### src/rtl/dma_line_seq.sv
module dma_line_seq #(
  parameter int ADDR_W     = 32,
  parameter int LINE_BYTES = 16,
  parameter int MAX_LEN    = 64,
  parameter int ID_W       = 8,
  localparam int OFF_W = $clog2(LINE_BYTES),
  localparam int CL_W  = OFF_W + 1,
  localparam int LEN_W = $clog2(MAX_LEN + 1),
  localparam int IDX_W = $clog2(MAX_LEN)
) (
  input  logic                    clk,
  input  logic                    rst_n,
  input  logic                    req_valid,
  output logic                    req_ready,
  input  logic [2:0]              req_kind,
  input  logic [ADDR_W-1:0]       req_addr,
  input  logic [LEN_W-1:0]        req_len,
  input  logic [MAX_LEN*8-1:0]    req_wdata,
  output logic                    acc_ok,
  output logic [ID_W-1:0]         acc_id,
  output logic                    rej,
  output logic                    mem_valid,
  input  logic                    mem_ready,
  output logic                    mem_write,
  output logic [ADDR_W-1:0]       mem_addr,
  output logic [ADDR_W-1:0]       mem_line_addr,
  output logic [OFF_W-1:0]        mem_off,
  output logic [CL_W-1:0]         mem_len,
  output logic [LINE_BYTES*8-1:0] mem_wdata,
  input  logic                    mem_ack,
  input  logic                    mem_rvalid,
  input  logic [LINE_BYTES*8-1:0] mem_rdata,
  output logic                    done,
  output logic [ID_W-1:0]         done_id,
  output logic                    proto_err,
  output logic [MAX_LEN*8-1:0]    rd_data
);

  localparam logic [2:0] KIND_LOAD  = 3'd1;
  localparam logic [2:0] KIND_STORE = 3'd2;

  logic              busy, wr;
  logic [ADDR_W-1:0] base;
  logic [LEN_W-1:0]  tot, cpl, rem, new_cpl;
  logic [ID_W-1:0]   cur_id, nxt_id;
  logic [7:0]        buf_q [MAX_LEN];
  logic [7:0]        rd_byte [LINE_BYTES];
  logic [7:0]        rd_src [MAX_LEN];
  logic              in_chunk [MAX_LEN];
  logic [OFF_W-1:0]  off_c;
  logic [CL_W-1:0]   room, clen;
  logic              first, legal, take, waiting, rsp_ok, rsp_bad;

  assign req_ready = !busy;
  assign take      = req_valid && !busy;
  assign legal     = (req_kind == KIND_LOAD || req_kind == KIND_STORE) &&
                     (req_len != '0) && (int'(req_len) <= MAX_LEN);

  assign first   = (cpl == '0);
  assign off_c   = first ? base[OFF_W-1:0] : '0;
  assign room    = CL_W'(LINE_BYTES) - CL_W'(off_c);
  assign rem     = tot - cpl;
  assign clen    = (int'(rem) < int'(room)) ? CL_W'(rem) : room;
  assign new_cpl = cpl + LEN_W'(clen);

  assign mem_addr      = base + ADDR_W'(cpl);
  assign mem_line_addr = {mem_addr[ADDR_W-1:OFF_W], {OFF_W{1'b0}}};
  assign mem_off       = off_c;
  assign mem_len       = clen;
  assign mem_write     = wr;

  assign waiting = busy && !mem_valid;
  assign rsp_ok  = waiting && (wr ? mem_ack : mem_rvalid);
  assign rsp_bad = waiting && (wr ? mem_rvalid : mem_ack);

  for (genvar j = 0; j < LINE_BYTES; j++) begin : g_line
    assign rd_byte[j] = mem_rdata[8*j +: 8];
    assign mem_wdata[8*j +: 8] =
      (j >= int'(off_c) && j < int'(off_c) + int'(clen))
        ? buf_q[IDX_W'(int'(cpl) + j - int'(off_c))] : 8'h00;
  end

  for (genvar i = 0; i < MAX_LEN; i++) begin : g_buf
    assign in_chunk[i] = (i >= int'(cpl)) && (i < int'(cpl) + int'(clen));
    assign rd_src[i]   = rd_byte[OFF_W'(i - int'(cpl) + int'(off_c))];
    assign rd_data[8*i +: 8] = buf_q[i];
  end

  always_ff @(posedge clk) begin
    if (!rst_n) begin
      busy      <= 1'b0;
      wr        <= 1'b0;
      base      <= '0;
      tot       <= '0;
      cpl       <= '0;
      cur_id    <= '0;
      nxt_id    <= '0;
      acc_ok    <= 1'b0;
      acc_id    <= '0;
      rej       <= 1'b0;
      mem_valid <= 1'b0;
      done      <= 1'b0;
      done_id   <= '0;
      proto_err <= 1'b0;
    end else begin
      acc_ok    <= 1'b0;
      rej       <= 1'b0;
      done      <= 1'b0;
      proto_err <= rsp_bad;
      if (take) begin
        if (legal) begin
          busy      <= 1'b1;
          wr        <= (req_kind == KIND_STORE);
          base      <= req_addr;
          tot       <= req_len;
          cpl       <= '0;
          mem_valid <= 1'b1;
          cur_id    <= nxt_id;
          acc_id    <= nxt_id;
          nxt_id    <= nxt_id + 1'b1;
          acc_ok    <= 1'b1;
        end else begin
          rej <= 1'b1;
        end
      end
      if (mem_valid && mem_ready) mem_valid <= 1'b0;
      if (rsp_ok) begin
        cpl <= new_cpl;
        if (new_cpl == tot) begin
          busy    <= 1'b0;
          done    <= 1'b1;
          done_id <= cur_id;
        end else begin
          mem_valid <= 1'b1;
        end
      end
    end
  end

  always_ff @(posedge clk) begin
    for (int i = 0; i < MAX_LEN; i++) begin
      if (take && legal && req_kind == KIND_STORE)
        buf_q[i] <= req_wdata[8*i +: 8];
      else if (rsp_ok && !wr && in_chunk[i])
        buf_q[i] <= rd_src[i];
    end
  end

  p_no_accept_busy_r3: assert property (@(posedge clk) disable iff (!rst_n)
    !req_ready |=> !acc_ok && !rej);

  p_chunk_in_line_r4: assert property (@(posedge clk) disable iff (!rst_n)
    mem_valid |-> (mem_len != '0) && (int'(mem_off) + int'(mem_len) <= LINE_BYTES));

  p_later_aligned_r5: assert property (@(posedge clk) disable iff (!rst_n)
    mem_valid && !acc_ok && $past(!mem_valid) |-> mem_off == '0 && mem_addr[OFF_W-1:0] == '0);

  p_hold_stable_r6: assert property (@(posedge clk) disable iff (!rst_n)
    mem_valid && !mem_ready |=> mem_valid && $stable(mem_addr) && $stable(mem_len) &&
                                $stable(mem_wdata));

  p_one_outstanding_r6: assert property (@(posedge clk) disable iff (!rst_n)
    mem_valid && mem_ready |=> !mem_valid);

  p_done_frees_r9: assert property (@(posedge clk) disable iff (!rst_n)
    done |-> req_ready && !mem_valid);

  p_err_alone_r10: assert property (@(posedge clk) disable iff (!rst_n)
    proto_err |-> !done);

  p_id_step_r11: assert property (@(posedge clk) disable iff (!rst_n)
    acc_ok |=> $stable(acc_id));

endmodule

### config.mk
export PLATFORM = sky130hd
export DESIGN_NAME = dma_line_seq
export DESIGN_NICKNAME = d
export VERILOG_FILES = /design/src/rtl/dma_line_seq.sv
export SDC_FILE = /design/constraint.sdc
export NUM_CORES = 2
export LEC_CHECK = 0
export CORE_AREA = 2 2 555 557
export CTS_CLUSTER_DIAMETER = 30
export DETAILED_ROUTE_END_ITERATION = 8
export DIE_AREA = 0 0 557 559
export DONT_BUFFER_PORTS = 1
export PLACE_DENSITY_LB_ADDON = 0.15
export SKIP_CTS_REPAIR_TIMING = 1
export SLEW_MARGIN = 30
export SYNTH_ARGS = -nofsm -noshare
export SYNTH_HDL_FRONTEND = slang
export SYNTH_SLANG_ARGS = --single-unit
### constraint.sdc
create_clock -name clk -period 14.85 [get_ports clk]
set_input_delay 4.455 -clock clk [delete_from_list [all_inputs] [get_ports clk]]
set_output_delay 4.455 -clock clk [all_outputs]
set_load 0.02 [all_outputs]
==> out/qor.yml <==
internal_power_mw: 5.427
mappedNetlistArea_mm2: 0.06503
wire_length_after_detailed_routing_mm: 714.2
timing.critical_path.to_type: "output pin"
power.clock.fraction: 0.462
timing_worst_setup_path_type: "reg2out"
max_slew_margin: 0.1483
vias: 72670
ctsLongestPathBuffers: 4
syn2layout_area_growth_pct: 25.34
path_common_cell: "sky130_fd_sc_hd__ha_1"
dr.pass1.iters: 9
numPortBuffers: 0
die_w_um: 557
grt_start_max_net_pins: 125
ff_latch_count_synth: 589
syn-mean-instance-area_um2: 10.62
cts_tree: "done"
yosysUniqueCellTypes: 73
power.share.switching: 0.3801
design.final.nets: 7114
die_h_um: 559
cts-htree-levels: 4
grt_pass1_vias: 63670
yosysWarningCount: 0
die-area_mm2: 0.3114
maxCapViolCount: 0
overflow: 0
static-leakage-power_nw: 30.48
rows: 203
final_max_slew_viol_count: 0
clock_pin_slew_on_the_worst_setup_and_hold_paths_ns: 0.04
crit_path_top_delay_cell: "sky130_fd_sc_hd__mux2i_2"
timing.critical_path.max_delay_family: "simple AND/OR/NAND/NOR gates"
top_level_ports: 1424
netlist_instances: 6121
status: "finished, final reports clean"
clock_latency_ns: 0.94
power.sequential.fraction: 0.218
drt_initial_violations: 12470
grt_setup_unrepaired: "no"
clk_root_buffer_cell: "sky130_fd_sc_hd__clkbuf_16"
ant_nets: 0
power.combinational.fraction: 0.320
report.power.total_mw: 8.754
crit_path_max_fanout: 9
final_common_cell: "sky130_fd_sc_hd__mux2i_1"
crit_path_cell_trace: "inv_1, ha_1, nor2b_1, nor3b_4, nand2_1, inv_1, nor3_1, xnor2_1, ha_1, o21ai_0, a31oi_1, o21a_1, nor4_4, mux2i_2, ha_1, fa_1, xor2_1, and3_1, a21boi_0, mux2_2, nor3_1, buf_4"
drc_violations: 0
core_mm2: 0.3050
cts_buf_count: 187
critical-path-max-stage-delay_ns: 0.74
drive_gt1_frac: 0.3545
grt_first_pass_wirelength_mm: 856.4
worst_hold_path_type: "reg2reg"
track_usage: 0.4404
ys_seq_area_frac: 0.2601
final_hold_viols: 0
most_used_cells_in_the_layout_excluding_fill_and_tap_cells: "sky130_fd_sc_hd__mux2i_1 (767), sky130_fd_sc_hd__nand2_1 (735), sky130_fd_sc_hd__mux2_2 (611)"
netSwitchingPower_mw: 3.327
crit_buf_inv: 3
layout.cells.non_filler: 10880
ys_dominant_reg_cell: "sky130_fd_sc_hd__edfxtp_1"
post_drt_via_cell_ratio: 6.680
ir_drop_mv: 0.08802
worst-endpoint-arrival_ns: 8.71
gpl.final_weighted_congestion: 1.081
finalClockSkew_ns: 0.05168
clock.fmax_mhz: 75.97
clock-sinks: 589
pwr_density_cell_mw_per_mm2: 107.4
cp-start-kind: "flop"
report.final.setup_viol: 0
initial_antenna_violation_count: 292
avgRoutedWirePerCell_um: 65.66
initial_core_util: 0.2132
final.setup.tns_ns: 0
hpwl_mm: 587.0
required_ns: 10.39
synth_edf_count: 512
transition_time_at_the_pin_with_the_least_slew_margin_ns: 1.278
dp_cells: 10230
asyncSetResetFlopFracSynth: 0
fin_crit_sh: 0.8864
layout_min_cycle_time_ns: 13.16
## final cells by class
cell class                      count  area, um2
Clock inverter                    111       1212
Fill cell                       31990     223500
Sequential cell                   589      16920
Clock buffer                      233       5089
Inverter                          192      725.7
Tap cell                         4100       5130
Antenna cell                      285      713.2
Timing Repair Buffer              573       5049
Multi-Input combinational cell   4795      46670
## registers in the layout (all words and copies together) (netlist names), 7 cells and up
register and flops:
base 32, done_id 8, nxt_id 8, cur_id 8, tot 7, buf_q 512, cpl 7
## cells by family after synthesis
| logic type | Yosys count | share of synthesized area |
|---|---|---|
| multiplexers | 1991 | 0.4351 |
| AO/OA/AOI/OAI | 1360 | 0.1422 |
| AND/OR/NAND/NOR | 1224 | 0.07937 |
| buffers and inverters | 740 | 0.04605 |
| flip-flops | 589 | 0.2601 |
| XOR/XNOR | 128 | 0.01724 |
| adder cells (fa/ha/maj) | 88 | 0.01982 |
| other | 1 | 0.00005767 |
## cells in the mapped netlist (77+ instances only)
cell | instances | area (um2)
sky130_fd_sc_hd__inv_1 | 188 | 705.7
sky130_fd_sc_hd__mux4_2 | 607 | 13670
sky130_fd_sc_hd__clkbuf_1 | 344 | 1291
sky130_fd_sc_hd__dfxtp_1 | 77 | 1541
sky130_fd_sc_hd__nor3_1 | 79 | 395.4
sky130_fd_sc_hd__nand2_1 | 740 | 2778
sky130_fd_sc_hd__xnor2_1 | 86 | 753.2
sky130_fd_sc_hd__o22ai_1 | 164 | 1026
sky130_fd_sc_hd__edfxtp_1 | 512 | 15370
sky130_fd_sc_hd__a22oi_1 | 141 | 1059
sky130_fd_sc_hd__buf_1 | 97 | 364.1
sky130_fd_sc_hd__a221oi_1 | 161 | 1410
sky130_fd_sc_hd__o221ai_1 | 147 | 1287
sky130_fd_sc_hd__nor2_1 | 217 | 814.5
sky130_fd_sc_hd__mux2i_1 | 771 | 7717
sky130_fd_sc_hd__mux2_2 | 611 | 6880
sky130_fd_sc_hd__o21ai_0 | 384 | 1922
sky130_fd_sc_hd__a21oi_1 | 93 | 465.5
## worst min-delay path, stage by stage, from the launching register on
cell and delay (ns):
sky130_fd_sc_hd__dfxtp_1 0.30, sky130_fd_sc_hd__nand2_1 0.05, sky130_fd_sc_hd__a21boi_0 0.06
## worst paths after layout
check / start / end / slack, ns / cells past startpoint
worst max register to register: cpl[4] / buf_q[59][3] / 5.02 / 26
worst min register to register: base[5] / base[5] / 0.47 / 2
worst max-delay path: cpl[4] / mem_wdata[113] / 1.69 / 22
worst min-delay path: base[5] / base[5] / 0.47 / 2
## metrics by stage
| stage | cell area, um2 | setup WS [ns] | utilization | hold WS (ns) |
|---|---|---|---|---|
| final | 81510 | 1.686 | 0.2672 | 0.4718 |
| after global routing | 81040 | 1.397 | 0.2657 | 0.4974 |
| after CTS | 80520 | 1.769 | 0.2640 | 0.4741 |
| after detailed placement | 74220 | 2.689 | 0.2433 | 0.4676 |
| after global placement | 72950 | 2.592 | 0.2391 | 0.4572 |
| after floorplan | 65040 | 4.308 | - | 0.4435 |
## routing by layer
metal  up-vias  track usage  share of wire
li1      25170            -              -
met1     38030       0.4897           0.35
met2      7367       0.5984           0.40
met3      1978       0.2466           0.15
met4       122       0.3798           0.10
met5         -     0.006483         0.0017
## power groups by stage
stage          clock network (mW)  logic, mW  registers, mW
2_1_floorplan                   0       1.29           1.89
3_3_place_gp                    0       2.61           1.94
3_5_place_dp                    0       2.66           1.93
4_1_cts                      4.03       2.67           1.90
5_1_grt                      4.13       2.76           1.90
6_report                     4.04       2.81           1.91
Power figures use the tool's default switching activity.
